**config.mk**
```make
export PLATFORM = sky130hd
export DESIGN_NAME = serial_rx_lsr
export DESIGN_NICKNAME = d
export VERILOG_FILES = /design/src/rtl/srx_pkg.sv /design/src/rtl/srx_line_sel.sv /design/src/rtl/srx_framer.sv /design/src/rtl/srx_status.sv /design/src/rtl/serial_rx_lsr.sv
export SDC_FILE = /design/constraint.sdc
export NUM_CORES = 1
export LEC_CHECK = 0
export BUFFER_PORTS_ARGS = -buffer_cell sky130_fd_sc_hd__buf_2
export CORE_AREA = 5 5 75 77
export DETAILED_ROUTE_END_ITERATION = 8
export DIE_AREA = 0 0 80 82
export GPL_ROUTABILITY_DRIVEN = 0
export PLACE_DENSITY = 0.72
export SYNTH_ARGS = -nofsm -noshare
export SYNTH_HDL_FRONTEND = slang
export SYNTH_HIERARCHICAL = 1
export SYNTH_SLANG_ARGS = --single-unit
```
**constraint.sdc**
```tcl
create_clock -name clk -period 3.95 [get_ports clk]
set_clock_uncertainty 0.1 [all_clocks]
set_input_delay 0.79 -clock clk [delete_from_list [all_inputs] [get_ports clk]]
set_output_delay 0.79 -clock clk [all_outputs]
set_load 0.02 [all_outputs]
```
**src/rtl/srx_pkg.sv**
```systemverilog
package srx_pkg;
  localparam int CTRL_W = 6;
  localparam int C_WLEN_LO = 0;
  localparam int C_WLEN_HI = 1;
  localparam int C_TWO_STOP = 2;
  localparam int C_PAR_EN = 3;
  localparam int C_PAR_EVEN = 4;
  localparam int C_PAR_STICK = 5;

  typedef enum logic [2:0] {
    RX_IDLE,
    RX_START,
    RX_DATA,
    RX_PAR,
    RX_STOP,
    RX_HOLD
  } rx_state_t;

  typedef struct packed {
    logic [1:0] wlen;
    logic       par_en;
    logic       par_even;
    logic       par_stick;
  } frame_cfg_t;
endpackage

```
**src/rtl/srx_line_sel.sv**
```systemverilog
module srx_line_sel #(
  parameter int STAGES = 2
) (
  input  logic clk,
  input  logic rst_n,
  input  logic rx_serial,
  input  logic tx_loop,
  input  logic loop_en,
  output logic line_q
);
  logic              raw;
  logic [STAGES-1:0] sync_q;
  logic [STAGES-1:0] sync_d;

  assign raw = loop_en ? tx_loop : rx_serial;

  generate
    if (STAGES == 1) begin : g_one
      assign sync_d = raw;
    end else begin : g_many
      assign sync_d = {sync_q[STAGES-2:0], raw};
    end
  endgenerate

  always_ff @(posedge clk or negedge rst_n) begin
    if (!rst_n) sync_q <= '1;
    else        sync_q <= sync_d;
  end

  assign line_q = sync_q[STAGES-1];
endmodule

```
**src/rtl/srx_framer.sv**
```systemverilog
module srx_framer
  import srx_pkg::*;
#(
  parameter int OVS = 16,
  parameter int DW  = 8
) (
  input  logic          clk,
  input  logic          rst_n,
  input  logic          tick,
  input  logic          line,
  input  frame_cfg_t    cfg,
  output logic          done,
  output logic [DW-1:0] done_data,
  output logic          done_perr,
  output logic          done_ferr,
  output logic          done_brk
);
  localparam int CNT_W = $clog2(OVS);
  localparam int BIT_W = $clog2(DW + 1);
  localparam logic [CNT_W-1:0] MID_CNT  = CNT_W'(OVS / 2 - 1);
  localparam logic [CNT_W-1:0] LAST_CNT = CNT_W'(OVS - 1);
  localparam logic [BIT_W-1:0] MIN_BITS = BIT_W'(DW - 3);

  rx_state_t        st_q, st_d;
  logic [CNT_W-1:0] cnt_q, cnt_d;
  logic [BIT_W-1:0] bit_q, bit_d;
  logic [DW-1:0]    sh_q, sh_d;
  logic             par_q, par_d;
  logic             one_q, one_d;

  logic [BIT_W-1:0] nbits;
  logic [DW-1:0]    aligned;
  logic             exp_par;
  logic             at_last;
  logic             stop_sample;

  assign nbits   = MIN_BITS + BIT_W'(cfg.wlen);
  assign aligned = sh_q >> (BIT_W'(DW) - nbits);
  assign at_last = (cnt_q == LAST_CNT);

  always_comb begin
    if (cfg.par_stick)     exp_par = ~cfg.par_even;
    else if (cfg.par_even) exp_par = ^aligned;
    else                   exp_par = ~^aligned;
  end

  always_comb begin
    st_d  = st_q;
    cnt_d = cnt_q;
    bit_d = bit_q;
    sh_d  = sh_q;
    par_d = par_q;
    one_d = one_q;
    if (tick) begin
      case (st_q)
        RX_IDLE: begin
          if (!line) begin
            st_d  = RX_START;
            cnt_d = '0;
          end
        end
        RX_START: begin
          if (cnt_q == MID_CNT) begin
            cnt_d = '0;
            if (line) begin
              st_d = RX_IDLE;
            end else begin
              st_d  = RX_DATA;
              bit_d = '0;
              one_d = 1'b0;
              par_d = 1'b0;
            end
          end else begin
            cnt_d = cnt_q + 1'b1;
          end
        end
        RX_DATA: begin
          if (at_last) begin
            cnt_d = '0;
            sh_d  = {line, sh_q[DW-1:1]};
            one_d = one_q | line;
            bit_d = bit_q + 1'b1;
            if (bit_q == nbits - 1'b1) st_d = cfg.par_en ? RX_PAR : RX_STOP;
          end else begin
            cnt_d = cnt_q + 1'b1;
          end
        end
        RX_PAR: begin
          if (at_last) begin
            cnt_d = '0;
            par_d = line;
            one_d = one_q | line;
            st_d  = RX_STOP;
          end else begin
            cnt_d = cnt_q + 1'b1;
          end
        end
        RX_STOP: begin
          if (at_last) begin
            cnt_d = '0;
            st_d  = line ? RX_IDLE : RX_HOLD;
          end else begin
            cnt_d = cnt_q + 1'b1;
          end
        end
        RX_HOLD: begin
          if (line) st_d = RX_IDLE;
        end
        default: st_d = RX_IDLE;
      endcase
    end
  end

  always_ff @(posedge clk or negedge rst_n) begin
    if (!rst_n) begin
      st_q  <= RX_IDLE;
      cnt_q <= '0;
      bit_q <= '0;
      sh_q  <= '0;
      par_q <= 1'b0;
      one_q <= 1'b0;
    end else begin
      st_q  <= st_d;
      cnt_q <= cnt_d;
      bit_q <= bit_d;
      sh_q  <= sh_d;
      par_q <= par_d;
      one_q <= one_d;
    end
  end

  assign stop_sample = tick && (st_q == RX_STOP) && at_last;
  assign done        = stop_sample;
  assign done_brk    = stop_sample && !line && !one_q;
  assign done_ferr   = stop_sample && !line && one_q;
  assign done_perr   = stop_sample && cfg.par_en && !done_brk && (par_q != exp_par);
  assign done_data   = aligned;
endmodule

```
**src/rtl/srx_status.sv**
```systemverilog
module srx_status #(
  parameter int DW = 8
) (
  input  logic          clk,
  input  logic          rst_n,
  input  logic          done,
  input  logic [DW-1:0] done_data,
  input  logic          done_perr,
  input  logic          done_ferr,
  input  logic          done_brk,
  input  logic          rd_data,
  input  logic          rd_status,
  output logic [DW-1:0] buf_q,
  output logic          dr_q,
  output logic          oe_q,
  output logic          pe_q,
  output logic          fe_q,
  output logic          bi_q
);
  logic [DW-1:0] buf_d;
  logic          dr_d, oe_d, pe_d, fe_d, bi_d;
  logic          buf_en;

  assign buf_en = done;

  always_comb begin
    buf_d = buf_en ? done_data : buf_q;

    dr_d = dr_q;
    if (done)         dr_d = 1'b1;
    else if (rd_data) dr_d = 1'b0;

    oe_d = oe_q;
    if (done && dr_q && !rd_data) oe_d = 1'b1;
    else if (rd_status)           oe_d = 1'b0;

    pe_d = pe_q;
    if (done_perr)      pe_d = 1'b1;
    else if (rd_status) pe_d = 1'b0;

    fe_d = fe_q;
    if (done_ferr)      fe_d = 1'b1;
    else if (rd_status) fe_d = 1'b0;

    bi_d = bi_q;
    if (done_brk)       bi_d = 1'b1;
    else if (rd_status) bi_d = 1'b0;
  end

  always_ff @(posedge clk or negedge rst_n) begin
    if (!rst_n) begin
      buf_q <= '0;
      dr_q  <= 1'b0;
      oe_q  <= 1'b0;
      pe_q  <= 1'b0;
      fe_q  <= 1'b0;
      bi_q  <= 1'b0;
    end else begin
      buf_q <= buf_d;
      dr_q  <= dr_d;
      oe_q  <= oe_d;
      pe_q  <= pe_d;
      fe_q  <= fe_d;
      bi_q  <= bi_d;
    end
  end
endmodule

```
**src/rtl/serial_rx_lsr.sv**
```systemverilog
module serial_rx_lsr
  import srx_pkg::*;
#(
  parameter int OVS         = 16,
  parameter int SYNC_STAGES = 2
) (
  input  logic              clk,
  input  logic              rst_n,
  input  logic              baud_tick,
  input  logic              rx_serial,
  input  logic              tx_loop,
  input  logic              loop_en,
  input  logic [CTRL_W-1:0] line_ctrl,
  input  logic              rd_data,
  input  logic              rd_status,
  output logic [7:0]        rx_data,
  output logic              data_ready,
  output logic              overrun_err,
  output logic              parity_err,
  output logic              framing_err,
  output logic              break_int
);
  localparam int DW = 8;

  logic          line_s;
  frame_cfg_t    cfg;
  logic          fr_done;
  logic [DW-1:0] fr_data;
  logic          fr_perr;
  logic          fr_ferr;
  logic          fr_brk;
  logic          stop_sel_unused;

  assign cfg.wlen      = line_ctrl[C_WLEN_HI:C_WLEN_LO];
  assign cfg.par_en    = line_ctrl[C_PAR_EN];
  assign cfg.par_even  = line_ctrl[C_PAR_EVEN];
  assign cfg.par_stick = line_ctrl[C_PAR_STICK];
  assign stop_sel_unused = line_ctrl[C_TWO_STOP];

  srx_line_sel #(.STAGES(SYNC_STAGES)) u_line (
    .clk       (clk),
    .rst_n     (rst_n),
    .rx_serial (rx_serial),
    .tx_loop   (tx_loop),
    .loop_en   (loop_en),
    .line_q    (line_s)
  );

  srx_framer #(.OVS(OVS), .DW(DW)) u_framer (
    .clk       (clk),
    .rst_n     (rst_n),
    .tick      (baud_tick),
    .line      (line_s),
    .cfg       (cfg),
    .done      (fr_done),
    .done_data (fr_data),
    .done_perr (fr_perr),
    .done_ferr (fr_ferr),
    .done_brk  (fr_brk)
  );

  srx_status #(.DW(DW)) u_status (
    .clk       (clk),
    .rst_n     (rst_n),
    .done      (fr_done),
    .done_data (fr_data),
    .done_perr (fr_perr),
    .done_ferr (fr_ferr),
    .done_brk  (fr_brk),
    .rd_data   (rd_data),
    .rd_status (rd_status),
    .buf_q     (rx_data),
    .dr_q      (data_ready),
    .oe_q      (overrun_err),
    .pe_q      (parity_err),
    .fe_q      (framing_err),
    .bi_q      (break_int)
  );
endmodule

```
Word-level counts from Yosys, hierarchy flattened
Cells that the tools add are included.
- logic and storage cells: 107
- flip-flop bits (word level): 36
- input port bits: 14
- output and inout port bits: 13
- reduce and logical (&&, ||, !) cells: 34
- shift-type cells: 1
- add/subtract/negate cells: 5
- multiplexer cells: 34
- eq/ne operators: 18
- bitwise operators: 2
- operators by type and width (kind ; number):
    two-way mux 3 bit ; 9
    two-way mux 4 bit ; 5
    one-hot mux 3 bit (6 select lines) ; 1
    nonzero test 2 bit ; 8
    AND reduction 5 bit ; 3
    two-way mux 1 bit ; 14
    inequality test 2 x 1 -> 1 bit, second input constant ; 6
    one-hot mux 4 bit (3 select lines) ; 1
    logical AND 1 bit ; 10
    adder 4 x 1 -> 4 bit, second input constant ; 2
    one-hot mux 4 bit (2 select lines) ; 1
    AND reduction 8 bit ; 1
    XNOR reduction 8 bit ; 1
    XOR reduction 8 bit ; 1
    >> shifter 8 x 4 -> 8 bit ; 1
    equality test 3 x 2 -> 1 bit, second input constant ; 2
    equality test 3 bit, second input constant ; 2
    inequality test 2 bit, second input constant ; 3
    AND reduction 3 bit ; 2
    adder 3 x 2 -> 4 bit, first input constant ; 1
    equality test 4 x 3 -> 1 bit, second input constant ; 1
    equality test 4 bit ; 1
    equality test 4 bit, second input constant ; 1
    logical NOT 1 bit ; 4
    12 further kinds ; 13

Depth between registers and ports, before layout
- depth in word-level cells: 9
- depth in mapped cells: 9
- depth with buffers taken out: 8

Modules after synthesis
The synthesis kept the hierarchy.
- by module, submodules not included (module ; cells an instance ; times used ; sequential area each (um^2) ; area an instance (um^2)):
    srx_framer ; 161 ; 1 ; 525.5 ; 1547.7
    srx_status ; 29 ; 1 ; 325.3 ; 505.5
    srx_line_sel ; 3 ; 1 ; 52.6 ; 67.6

Worst setup path after synthesis
Ideal clock, no wire load.
- path type: input-to-reg
- start point: in line_ctrl[0]
- end point: reg u_status.pe_q
- path slack: 0.794 ns
- stages on the path: 9
- data arrival time: 2.992 ns
- setup time: 0.064 ns
- buffers on the path: 1
- required time: 3.786 ns
- cell sequence: ha_1 -> buf_6 -> mux4_2 -> xnor2_2 -> xnor3_1 -> or4_1 -> a21o_1 -> a21oi_2 -> a21o_1
- word-level cells in the longest chain between the ends: 9
- elaborated cells between the ends (all ways): 11
- classes of those cells: add/sub: 2; eq/ne: 1; shift: 1; mux: 3; reduce/logical: 4
- ends and longest elaborated chain (item ; RTL line ; text):
    start, declared ; serial_rx_lsr.sv:13 ; input logic [CTRL_W-1:0] line_ctrl,
    adder 3 x 2 -> 4 bit (*) ; srx_framer.sv:37 ; assign nbits = MIN_BITS + BIT_W'(cfg.wlen);
    subtractor 4 bit (*) ; srx_framer.sv:38 ; assign aligned = sh_q >> (BIT_W'(DW) - nbits);
    >> shifter 8 x 4 -> 8 bit (*) ; srx_framer.sv:38 ;
    via fr_data[0] ; serial_rx_lsr.sv:28 ; logic [DW-1:0] fr_data;
    XNOR reduction 8 bit / XOR reduction 8 bit (equally long branches) ; srx_framer.sv:44, srx_framer.sv:43 ;
    two-way mux 1 bit (*) ; srx_framer.sv:43 ; else if (cfg.par_even) exp_par = ^aligned;
    two-way mux 1 bit (*) ; srx_framer.sv:42 ; if (cfg.par_stick) exp_par = ~cfg.par_even;
    inequality test 1 bit (*) ; srx_framer.sv:136 ; assign done_perr = stop_sample && cfg.par_en && !done_brk && (par_q != exp_par);
    logical AND 1 bit (*) ; srx_framer.sv:136 ;
    via fr_perr ; serial_rx_lsr.sv:29 ; logic fr_perr;
    two-way mux 1 bit / nonzero test 2 bit (equally long branches) ; - ;
    end signal, assigned ; srx_status.sv:62 ; pe_q <= pe_d;
    end, declared ; srx_status.sv:16 ; output logic pe_q,
Mark *: on every way through the listed nets, which the timed path passes. The rest lies on a longest branch.
A chain may end at the register's enable or synchronous reset.

Final worst setup path
Same ends and word-level chain as after synthesis.

==> results.json <==
{
  "mostFrequentLayoutCells": "dfrtp_1 (34), buf_2 (25), nand2_1 (15)",
  "final_common_cell": "dfrtp_1",
  "max_slew_margin_pct": 46.7,
  "io_pins": 27,
  "rsz0062_at_grt": "false",
  "grt_pass1_vias": 1399,
  "vias_per_cell": 5.28,
  "start_util_pct": 42.9,
  "fill_cells": 470,
  "seq_area_sq_um": 903,
  "cts_tree": "built",
  "route.detailed.drc": 0,
  "grt_pass1_wl_um": 6570,
  "cpMaxStageDelayCell": "mux4_2",
  "hold_start": "u_line/sync_q[0]",
  "num_rows": 26,
  "clockPowerShare_pct": 35.9,
  "cts_resized": 0,
  "first_pass_iters": 4,
  "startpoint_type": "primary input",
  "diodes": 0,
  "crit_type": "primary input to flop",
  "syn_inst": 193,
  "synth_edf_count": 0,
  "reg2reg_to": "u_status/pe_q",
  "hold_violations": 0,
  "slew_viol_final": 0,
  "p_sw_share_pct": 27.5,
  "synthArstFlopShare_pct": 100,
  "crit_required_ns": 4.08,
  "startpoint": "line_ctrl[0]",
  "die_w_um": 80,
  "path_common_cell": "a21o_1",
  "synth-seq-cells": 36,
  "nets": 233,
  "clk_path_buf_depth": 2,
  "grt_use_total_pct": 12.9,
  "reg2reg_from": "u_framer/sh_q[5]",
  "p_sw_uw": 245,
  "p_leak_nw": 1.20,
  "hold_buffers": 0,
  "r2r_slack_ns": 1.39,
  "multiInputGateArea_sq_um": 1130,
  "clock.fmax_ghz": 0.320,
  "setup_viol": 0,
  "wl_um": 3870,
  "pwr_density_cell_nw_per_um2": 372,
  "antenna_left": 0,
  "critical_path_peak_fanout": 5,
  "dpl.hpwl_um": 2750,
  "internal-power_uw": 646,
  "ys_seq_area_share_pct": 42.6,
  "rr_worst_depth": 7,
  "grt_max_degree": 37,
  "die_area_sq_um": 6560,
  "ir_drop_mv": 0.139,
  "h-tree-depth": 2,
  "worstMarginPinSlew_ns": 0.799,
  "max-cap-violations": 0,
  "seqPwrFrac_pct": 46.1,
  "drive_gt1_share_pct": 29.6,
  "clockRootBuffer": "clkbuf_8",
  "crit_chain": "buf_2, ha_1, mux4_2, xnor2_2, xnor3_1, or4_1, a21o_1, a21oi_2, a21o_1",
  "port-buffer-count": 25,
  "timing.hold.ws_ns": 0.258,
  "crit_end": "u_status/pe_q",
  "period_share_pct": 79.2,
  "antenna_found_initial": 0,
  "overflow": 0,
  "die_h_um": 82,
  "hp-class": "flop to flop",
  "clk_pin_slew_worst_paths_ns": 0.07,
  "drt_iter0_drc": 95,
  "clock_latency_ns": 0.29,
  "netlist_area_sq_um": 2120,
  "critPathCaptureType": "flop",
  "status": "completed",
  "cp_data_arrival_time_ns": 3.26,
  "fin_crit_ns": 3.13,
  "yosys_warnings": 6,
  "area_growth_pct": 12.8,
  "synth_ff_type": "dfrtp_1",
  "syn_area_per_cell_sq_um": 11.0,
  "cts_made_buffers": 5,
  "via_count": 1510,
  "tns_ns": 0,
  "yosys.cell_types.count": 51,
  "coreArea_sq_um": 4940,
  "syn-num-nets": 211,
  "clock-sinks": 36,
  "wire_per_inst_um": 13.5,
  "post_cts_buffers": 0,
  "pwr-share-comb_pct": 18.0,
  "cp_slowest_stage_delay_ns": 0.58
}
[registers in the layout, indices dropped and copies added, names as in the netlist]
register,count
u_framer/par_q,1
u_status/pe_q,1
u_status/buf_q,8
u_framer/one_q,1
u_framer/st_q,3
u_line/sync_q,2
u_framer/sh_q,8
u_status/oe_q,1
u_framer/bit_q,4
u_framer/cnt_q,4
u_status/fe_q,1
u_status/dr_q,1
u_status/bi_q,1
[routing by layer]
layer / track usage [%] / wire, um
met5: 0 / 0
met4: 5.24 / 69
met3: 3.29 / 179
met2: 21.2 / 1800
met1: 16.2 / 1820
[power groups by stage]
stage                     Sequential [mW]  Clock (mW)  Combinational (mW)
after floorplan                     0.401           0               0.136
after global placement              0.417           0               0.156
after detailed placement            0.417           0               0.159
after CTS                           0.410       0.332               0.162
after global routing                0.414       0.347               0.181
final                               0.411       0.320               0.161
[how the worst min path moves through the flow]
stage                     cells after the start          endpoint
final                                         0  u_line/sync_q[1]
after global routing                          0  u_line/sync_q[1]
after CTS                                     0  u_line/sync_q[1]
after detailed placement                      0  u_line/sync_q[1]
after global placement                        0  u_line/sync_q[1]
after floorplan                               0  u_line/sync_q[1]
[synthesized netlist by cell type (5+ instances only)]
cell      instances  area [sq um]
a21o_1            6          45.0
clkbuf_1          9          33.8
dfrtp_1          34           851
inv_1             6          22.5
mux2_2            8          90.1
mux2_4            9           135
nand2_1          15          56.3
nor2_1            9          33.8
nor3_1            5          25.0
o21ai_0          14          70.1
[metrics by stage]
stage	utilization, %	cell area [sq um]	power, mW	cells	setup slack (ns)
after floorplan	-	2120	0.537	193	0.794
after global placement	46.1	2280	0.573	278	0.527
after detailed placement	46.1	2280	0.577	278	0.498
after CTS	48.4	2390	0.905	286	0.804
after global routing	48.4	2390	0.942	286	0.712
final	48.4	2390	0.891	286	0.822
[worst max-delay path, delay by kind of cell]
| kind | cells | cell delay, ns |
|---|---|---|
| mux | 1 | 0.58 |
| simple gates | 1 | 0.43 |
| xor+xnor | 2 | 0.52 |
| fa+ha+maj | 1 | 0.41 |
| compound gates | 3 | 0.41 |
| buf+inv | 1 | 0.11 |
[layout make-up]
type	count	area share [%]
inverters	6	0.941
well taps	70	3.66
clock buffers	5	2.88
clock inverters	3	1.78
multi-input cells	139	47.1
repair buffers	27	5.86
flip-flops and latches	36	37.8
[kinds of logic after synthesis]
logic type | count (synthesis) | share of synthesized area, %
multiplexers | 24 | 17.2
adder cells (fa/ha/maj) | 4 | 2.36
buffers and inverters | 18 | 4.25
XOR/XNOR | 10 | 5.13
AND/OR/NAND/NOR | 55 | 13.3
flip-flops | 36 | 42.6
AO/OA/AOI/OAI | 46 | 15.1
Note: power is estimated with default switching activity, not from simulation.
